[src/rtl/dtsel_pkg.sv]
package dtsel_pkg;
    localparam int unsigned CODE_W = 4;

    localparam logic [CODE_W-1:0] SRC_SOFT      = 4'd0;
    localparam logic [CODE_W-1:0] SRC_PIN_FALL  = 4'd1;
    localparam logic [CODE_W-1:0] SRC_PIN_RISE  = 4'd2;
    localparam logic [CODE_W-1:0] SRC_PORT_A    = 4'd3;
    localparam logic [CODE_W-1:0] SRC_PORT_B    = 4'd4;
    localparam logic [CODE_W-1:0] SRC_TMR8_UF   = 4'd5;
    localparam logic [CODE_W-1:0] SRC_T16A_CMPB = 4'd6;
    localparam logic [CODE_W-1:0] SRC_T16A_CMPA = 4'd7;
    localparam logic [CODE_W-1:0] SRC_T16B_CMPB = 4'd8;
    localparam logic [CODE_W-1:0] SRC_T16B_CMPA = 4'd9;
    localparam logic [CODE_W-1:0] SRC_RX_FULL   = 4'd10;
    localparam logic [CODE_W-1:0] SRC_TX_EMPTY  = 4'd11;
    localparam logic [CODE_W-1:0] SRC_ADC_DONE  = 4'd12;
    localparam logic [CODE_W-1:0] SRC_LAST      = SRC_ADC_DONE;

    // one channel's hardware event strobes, all single-cycle and synchronous
    typedef struct packed {
        logic pin_fall;
        logic pin_rise;
        logic port_a;
        logic port_b;
        logic tmr8_uf;
        logic t16a_cmpb;
        logic t16a_cmpa;
        logic t16b_cmpb;
        logic t16b_cmpa;
        logic rx_full;
        logic tx_empty;
        logic adc_done;
    } chan_ev_t;
endpackage

[src/rtl/dtsel_sync.sv]
module dtsel_sync #(
    parameter int unsigned W      = 1,
    parameter int unsigned STAGES = 2
) (
    input  logic         clk_i,
    input  logic         rst_ni,
    input  logic [W-1:0] async_i,
    output logic [W-1:0] rise_o,
    output logic [W-1:0] fall_o
);
    localparam int unsigned LAST = STAGES - 1;

    typedef struct packed {
        logic [STAGES-1:0][W-1:0] pipe;
        logic [W-1:0]             prev;
    } sync_st_t;

    sync_st_t st_d, st_q;

    always_comb begin
        st_d         = st_q;
        st_d.pipe[0] = async_i;
        for (int i = 1; i < STAGES; i++) begin
            st_d.pipe[i] = st_q.pipe[i-1];
        end
        st_d.prev    = st_q.pipe[LAST];
    end

    always_ff @(posedge clk_i or negedge rst_ni) begin
        if (!rst_ni) st_q <= '0;
        else         st_q <= st_d;
    end

    assign rise_o = st_q.pipe[LAST] & ~st_q.prev;
    assign fall_o = ~st_q.pipe[LAST] & st_q.prev;

    // an edge event lasts exactly one cycle
    a_r6_rise_single: assert property (@(posedge clk_i) disable iff (!rst_ni)
        (rise_o != '0) |=> ((rise_o & $past(rise_o)) == '0));
    a_r6_fall_single: assert property (@(posedge clk_i) disable iff (!rst_ni)
        (fall_o != '0) |=> ((fall_o & $past(fall_o)) == '0));
endmodule

[src/rtl/dtsel_regs.sv]
module dtsel_regs
    import dtsel_pkg::*;
#(
    parameter int unsigned NCH = 4,
    parameter int unsigned AW  = 2
) (
    input  logic                         clk_i,
    input  logic                         rst_ni,
    input  logic [AW-1:0]                addr_i,
    input  logic [7:0]                   wdata_i,
    input  logic                         wr_i,
    output logic [7:0]                   rdata_o,
    input  logic [NCH-1:0]               pend_i,
    output logic [NCH-1:0][CODE_W-1:0]   sel_o,
    output logic [NCH-1:0]               sw_trig_o,
    output logic [NCH-1:0]               clr_o
);
    localparam int unsigned NSELREG   = (NCH + 1) / 2;
    localparam logic [AW-1:0] ADDR_SW   = AW'(NSELREG);
    localparam logic [AW-1:0] ADDR_PEND = AW'(NSELREG + 1);

    typedef struct packed {
        logic [NCH-1:0][CODE_W-1:0] sel;
    } regs_st_t;

    regs_st_t st_d, st_q;

    always_comb begin
        st_d      = st_q;
        sw_trig_o = '0;
        clr_o     = '0;
        rdata_o   = '0;
        for (int c = 0; c < NCH; c++) begin
            if (addr_i == AW'(c / 2)) begin
                if (wr_i) begin
                    st_d.sel[c] = (c % 2 == 1) ? wdata_i[7:4] : wdata_i[3:0];
                end
                rdata_o[4*(c%2) +: 4] = st_q.sel[c];
            end
        end
        if (wr_i && addr_i == ADDR_SW)   sw_trig_o = wdata_i[NCH-1:0];
        if (wr_i && addr_i == ADDR_PEND) clr_o     = wdata_i[NCH-1:0];
        if (addr_i == ADDR_PEND)         rdata_o[NCH-1:0] = pend_i;
    end

    always_ff @(posedge clk_i or negedge rst_ni) begin
        if (!rst_ni) st_q <= '0;
        else         st_q <= st_d;
    end

    assign sel_o = st_q.sel;

    // source codes only move on a bus write
    a_r2_sel_hold: assert property (@(posedge clk_i) disable iff (!rst_ni)
        !wr_i |=> $stable(sel_o));
endmodule

[src/rtl/dtsel_chan.sv]
module dtsel_chan
    import dtsel_pkg::*;
(
    input  logic              clk_i,
    input  logic              rst_ni,
    input  logic [CODE_W-1:0] sel_i,
    input  chan_ev_t          ev_i,
    input  logic              sw_trig_i,
    input  logic              clr_i,
    input  logic              start_i,
    output logic              pend_o
);
    typedef struct packed {
        logic pend;
    } chan_st_t;

    chan_st_t st_d, st_q;
    logic     hit;

    always_comb begin
        unique case (sel_i)
            SRC_SOFT:      hit = sw_trig_i;
            SRC_PIN_FALL:  hit = ev_i.pin_fall;
            SRC_PIN_RISE:  hit = ev_i.pin_rise;
            SRC_PORT_A:    hit = ev_i.port_a;
            SRC_PORT_B:    hit = ev_i.port_b;
            SRC_TMR8_UF:   hit = ev_i.tmr8_uf;
            SRC_T16A_CMPB: hit = ev_i.t16a_cmpb;
            SRC_T16A_CMPA: hit = ev_i.t16a_cmpa;
            SRC_T16B_CMPB: hit = ev_i.t16b_cmpb;
            SRC_T16B_CMPA: hit = ev_i.t16b_cmpa;
            SRC_RX_FULL:   hit = ev_i.rx_full;
            SRC_TX_EMPTY:  hit = ev_i.tx_empty;
            SRC_ADC_DONE:  hit = ev_i.adc_done;
            default:       hit = 1'b0;
        endcase
    end

    always_comb begin
        st_d = st_q;
        if (hit)                  st_d.pend = 1'b1;
        else if (clr_i || start_i) st_d.pend = 1'b0;
    end

    always_ff @(posedge clk_i or negedge rst_ni) begin
        if (!rst_ni) st_q <= '0;
        else         st_q <= st_d;
    end

    assign pend_o = st_q.pend;

    // a selected event always leaves the request set
    a_r10_set_wins: assert property (@(posedge clk_i) disable iff (!rst_ni)
        hit |=> pend_o);
    // transfer start without a new event drops the request
    a_r8_start_clears: assert property (@(posedge clk_i) disable iff (!rst_ni)
        (start_i && !hit) |=> !pend_o);
    // software clear without a new event drops the request
    a_r9_clr_clears: assert property (@(posedge clk_i) disable iff (!rst_ni)
        (clr_i && !hit) |=> !pend_o);
    // reserved codes never raise the request
    a_r7_reserved_quiet: assert property (@(posedge clk_i) disable iff (!rst_ni)
        (sel_i > SRC_LAST && !pend_o) |=> !pend_o);
    // a software strobe alone cannot raise a hardware-sourced channel
    a_r4_sw_ignored: assert property (@(posedge clk_i) disable iff (!rst_ni)
        (sel_i != SRC_SOFT && ev_i == '0 && !pend_o) |=> !pend_o);
endmodule

[src/rtl/dtsel_top.sv]
module dtsel_top
    import dtsel_pkg::*;
#(
    parameter int unsigned NCH         = 4,
    parameter int unsigned AW          = 2,
    parameter int unsigned SYNC_STAGES = 2
) (
    input  logic            clk_i,
    input  logic            rst_ni,
    input  logic [AW-1:0]   bus_addr_i,
    input  logic [7:0]      bus_wdata_i,
    input  logic            bus_wr_i,
    output logic [7:0]      bus_rdata_o,
    input  logic [NCH-1:0]  pin_i,
    input  logic [NCH-1:0]  port_a_i,
    input  logic [NCH-1:0]  port_b_i,
    input  logic [NCH-1:0]  tmr8_uf_i,
    input  logic [NCH-1:0]  t16a_cmpb_i,
    input  logic [NCH-1:0]  t16a_cmpa_i,
    input  logic [NCH-1:0]  t16b_cmpb_i,
    input  logic [NCH-1:0]  t16b_cmpa_i,
    input  logic [NCH-1:0]  rx_full_i,
    input  logic [NCH-1:0]  tx_empty_i,
    input  logic [NCH-1:0]  adc_done_i,
    input  logic [NCH-1:0]  xfer_start_i,
    output logic [NCH-1:0]  dma_req_o
);
    localparam int unsigned NASYNC = 3 * NCH;

    logic [NASYNC-1:0]          async_rise, async_fall;
    logic [NCH-1:0][CODE_W-1:0] sel;
    logic [NCH-1:0]             sw_trig, clr, pend;

    dtsel_sync #(
        .W      (NASYNC),
        .STAGES (SYNC_STAGES)
    ) u_sync (
        .clk_i   (clk_i),
        .rst_ni  (rst_ni),
        .async_i ({port_b_i, port_a_i, pin_i}),
        .rise_o  (async_rise),
        .fall_o  (async_fall)
    );

    dtsel_regs #(
        .NCH (NCH),
        .AW  (AW)
    ) u_regs (
        .clk_i     (clk_i),
        .rst_ni    (rst_ni),
        .addr_i    (bus_addr_i),
        .wdata_i   (bus_wdata_i),
        .wr_i      (bus_wr_i),
        .rdata_o   (bus_rdata_o),
        .pend_i    (pend),
        .sel_o     (sel),
        .sw_trig_o (sw_trig),
        .clr_o     (clr)
    );

    for (genvar c = 0; c < NCH; c++) begin : g_chan
        chan_ev_t ev;
        always_comb begin
            ev.pin_fall  = async_fall[c];
            ev.pin_rise  = async_rise[c];
            ev.port_a    = async_rise[NCH + c];
            ev.port_b    = async_rise[2*NCH + c];
            ev.tmr8_uf   = tmr8_uf_i[c];
            ev.t16a_cmpb = t16a_cmpb_i[c];
            ev.t16a_cmpa = t16a_cmpa_i[c];
            ev.t16b_cmpb = t16b_cmpb_i[c];
            ev.t16b_cmpa = t16b_cmpa_i[c];
            ev.rx_full   = rx_full_i[c];
            ev.tx_empty  = tx_empty_i[c];
            ev.adc_done  = adc_done_i[c];
        end

        dtsel_chan u_chan (
            .clk_i     (clk_i),
            .rst_ni    (rst_ni),
            .sel_i     (sel[c]),
            .ev_i      (ev),
            .sw_trig_i (sw_trig[c]),
            .clr_i     (clr[c]),
            .start_i   (xfer_start_i[c]),
            .pend_o    (pend[c])
        );
    end

    assign dma_req_o = pend;

    // nothing requests on the first cycle out of reset
    a_r1_quiet_after_reset: assert property (@(posedge clk_i)
        $rose(rst_ni) |-> (dma_req_o == '0));
endmodule

[config.mk]
export PLATFORM = sky130hd
export DESIGN_NAME = dtsel_top
export DESIGN_NICKNAME = d
export VERILOG_FILES = /design/src/rtl/dtsel_pkg.sv /design/src/rtl/dtsel_sync.sv /design/src/rtl/dtsel_regs.sv /design/src/rtl/dtsel_chan.sv /design/src/rtl/dtsel_top.sv
export SDC_FILE = /design/constraint.sdc
export NUM_CORES = 1
export LEC_CHECK = 0
export BUFFER_PORTS_ARGS = -buffer_cell sky130_fd_sc_hd__buf_2
export CORE_MARGIN = 2
export CORE_UTILIZATION = 46
export DETAILED_ROUTE_END_ITERATION = 10
export PLACE_DENSITY = 0.75
export SYNTH_ARGS = -nofsm -noshare
export SYNTH_HDL_FRONTEND = slang
export SYNTH_SLANG_ARGS = --single-unit
[constraint.sdc]
create_clock -name clk_i -period 1.5 [get_ports clk_i]
set_input_delay 0.075 -clock clk_i [delete_from_list [all_inputs] [get_ports clk_i]]
set_output_delay 0.075 -clock clk_i [all_outputs]
set_load 0.01 [all_outputs]
==> summary.txt <==
Run status
  – Status: finished, final reports clean

Yosys
  – Sequential fraction of the synthesis area: 0.555
  – Commonest cells post-synth: dfrtp_1, mux2_2, nand2_1, nor2_1, nand3b_1
  – Yosys top cell area share: 0.555
  – Yosys reg bits: 56
  – Synth Instances: about 220
  – Synth unique cells: 45
  – Count leader, synth: dfrtp_1
  – EDFF count, synth: 0
  – Synth Flop Type: dfrtp_1
  – Ys Warns: 0
  – Leading area contributor after synthesis: dfrtp_1
  – Syn nets: 282
  – Mapped cell area: 2530 µm²
  – Most area-consuming cells after synthesis: dfrtp_1, mux2_2, nand3b_1
  – Share of synthesized registers carrying an async set or reset: 1.00
  – Avg Synthesized Cell Area: 11.4 µm²

Clock network
  – Worst skew pair latency: 300 ps
  – Clock buffer count from CTS: 5
  – Maximum level of the CTS H-tree: 2
  – CTS Sinks: 56
  – CTS tree: built
  – Root buf cell: clkbuf_8
  – Clock buffer depth: 2
  – CTS clock-pin slew for the worst setup and hold paths: roughly 100 ps

Global routing
  – First-pass GRT wire length: just under 9000 µm
  – Antenna violations before repair: 0
  – GRT Overall Usage: 0.181
  – Largest net degree at the start of global routing: 57
  – Vias in the first global route: 1950
  – Total grt overflow: 0

Min path
  – Worst Hold Path EP: g_chan[2].u_chan.pend_o$_DFFE_PN0P_
  – HP Start: t16a_cmpb_i[2]
  – Hold Path Class: in -> reg
  – WHS Path Cells: 3

Flow run
  – Max-cap violations: 0

Power
  – Peak VDD IR: 641 µV
  – Tot Pwr: between 0.003 and 0.004 W
  – Power Density: ~1100 nW/µm²
  – Static leakage: between 1 and 1.5 nW

Floorplanning
  – Core ar.: ~5200 µm²
  – DIE HEIGHT: 78.1 µm
  – Die area: 6100 µm²
  – Die width: 78.1 µm
  – Starting Density: 0.485
  – Row cnt: 26
  – I/O pins: 73

Cells and area
  – Share of layout cells above drive strength 1: 0.390
  – Post-route cell area: roughly 3200 µm²
  – Filler cells: 443
  – Final net count: 370
  – Area Overhead vs Synth: 27.7%
  – # diodes: 0
  – Util after Layout: 0.620

Detailed routing
  – Starting DRC count in detailed routing: just under 100
  – Number of iterations in the first detailed-routing pass: 4
  – Antenna Nets Post-Route: 0
  – Vias: 1990
  – Via density: 5.24
  – Routed WL: 5270 µm
  – DR WL/cell: 13.9 µm
  – Drt drc: 0

STA
  – Worst Skew: 9.97 ps
  – Final period utilization: 0.975
  – Unrepaired setup endpoints after global routing: yes
  – WHS: 15.3 ps
  – Relative slew slack: 0.707
  – Endpoints failing setup: 0
  – Minimum clock period after layout: 1460 ps
  – Worst-margin pin slew: between 400 and 500 ps
  – PnR worst setup slack: between 30 and 40 ps
  – Maximum clock frequency: 0.683 GHz
  – Max-slew violations: 0
  – Final Hold Viols: 0

Critical path
  – CP endpoint kind: register
  – Worst EP arrival: 1700 ps
  – CP startpoint: u_regs.sel_o[8]$_DFFE_PN0P_
  – Worst R2R Start: u_regs.sel_o[8]$_DFFE_PN0P_
  – FF-to-FF End: g_chan[2].u_chan.pend_o$_DFFE_PN0P_
  – Worst reg2reg path depth: 5
  – Worst Path Required: around 1700 ps
  – CP startpoint kind: register
  – R2R setup slack: between 30 and 40 ps
  – Worst setup path category: reg -> reg
  – Critical-path maximum fanout: 2

Placed design
  – DP HPWL: 3820 µm
  – Dpl ws: 41.7 ps
  – Placed Area: 2960 µm²
  – Final GP Congestion: 0.900
  – Port bufs: 72
==> cells in the final DEF, fill, tap and decap left out, types with 3 or more instances in the layout <==
cell           Yosys  final
mux2_2            18     18
nand4b_1           4      4
clkbuf_8           0      6
a21oi_1            6      6
a31oi_1            8      8
dlygate4sd3_1      0     13
mux2i_1            6      6
a22o_1             6      6
nand2_1           18     18
nand3b_1          11     11
o21ai_0           10     10
nor3b_1            3      3
nor2b_1            5      5
dfrtp_1           56     50
buf_2              6     72
dfrtp_2            0      6
nor2_1            14     14
nand2b_1           4      4
buf_4              4     11
a22oi_1            3      3
==> registers in the layout (all words and copies together) (netlist names) <==
name and count:
g_chan.u_chan.pend_o 4, u_regs.sel_o 16, u_sync.st_q 12, u_sync.st_d 24
==> metal layers <==
| layer | part of all wire | global-route usage | vias to the layer above | routed length [µm] |
|---|---|---|---|---|
| li1 | - | - | 979 | - |
| met1 | 0.46 | 0.246 | 933 | 2430 |
| met2 | 0.47 | 0.299 | 71 | 2470 |
| met3 | 0.057 | 0.0345 | 7 | 298 |
| met4 | 0.012 | 0.0526 | 0 | 65 |
| met5 | 0 | 0 | - | 0 |
==> stage by stage <==
| step | instances | setup TNS (ps) |
|---|---|---|
| floorplan | 221 | 0 |
| global placement | 355 | 0 |
| detailed placement | 355 | 0 |
| CTS | 377 | 0 |
| global route | 380 | -50.5 |
| finish | 380 | 0 |
==> worst max path at each step <==
| stage | end |
|---|---|
| after floorplan | g_chan[2].u_chan.pend_o$_DFFE_PN0P_ |
| after CTS | bus_rdata_o[3] |
| after detailed placement | g_chan[2].u_chan.pend_o$_DFFE_PN0P_ |
| final | g_chan[2].u_chan.pend_o$_DFFE_PN0P_ |
| after global placement | g_chan[2].u_chan.pend_o$_DFFE_PN0P_ |
| after global routing | g_chan[2].u_chan.pend_o$_DFFE_PN0P_ |
==> repair_timing <==
action | 4_1_cts | 5_1_grt
gates resized for setup | 0 | 7
pin swaps | 0 | 1
setup buffers | 1 | 3
setup endpoints to repair | 1 | 6
hold buffers | 13 | 0
hold endpoints to repair | 68 | 0
==> worst max-delay path, stage by stage, from the launching register on <==
cell	delay [ps]
dfrtp_1	400
buf_4	140
or4b_4	530
a211oi_2	190
a21oi_1	60
nand4_1	90
==> area by class of cell <==
type	count	area, µm²	share of cell area
flip-flops and latches	56	1410	0.437
multi-input cells	145	1020	0.317
repair buffers	98	604	0.187
clock buffers	8	90.1	0.0279
well taps	70	87.6	0.0272
inverters	3	11.3	0.00349
==> where the power goes <==
group          leakage, nW  switching [W]  internal (W)
Clock               0.0455       0.000440      0.000378
Sequential           0.650       0.000210       0.00169
Combinational        0.762       0.000391      0.000495
==> logic make-up after synthesis <==
family / Yosys count / synth area share
AND/OR/NAND/NOR: 77 / 0.183
flip-flops: 56 / 0.555
AO/OA/AOI/OAI: 44 / 0.118
multiplexers: 24 / 0.104
buffers and inverters: 20 / 0.0401
Note: power is estimated with default switching activity, not from simulation.
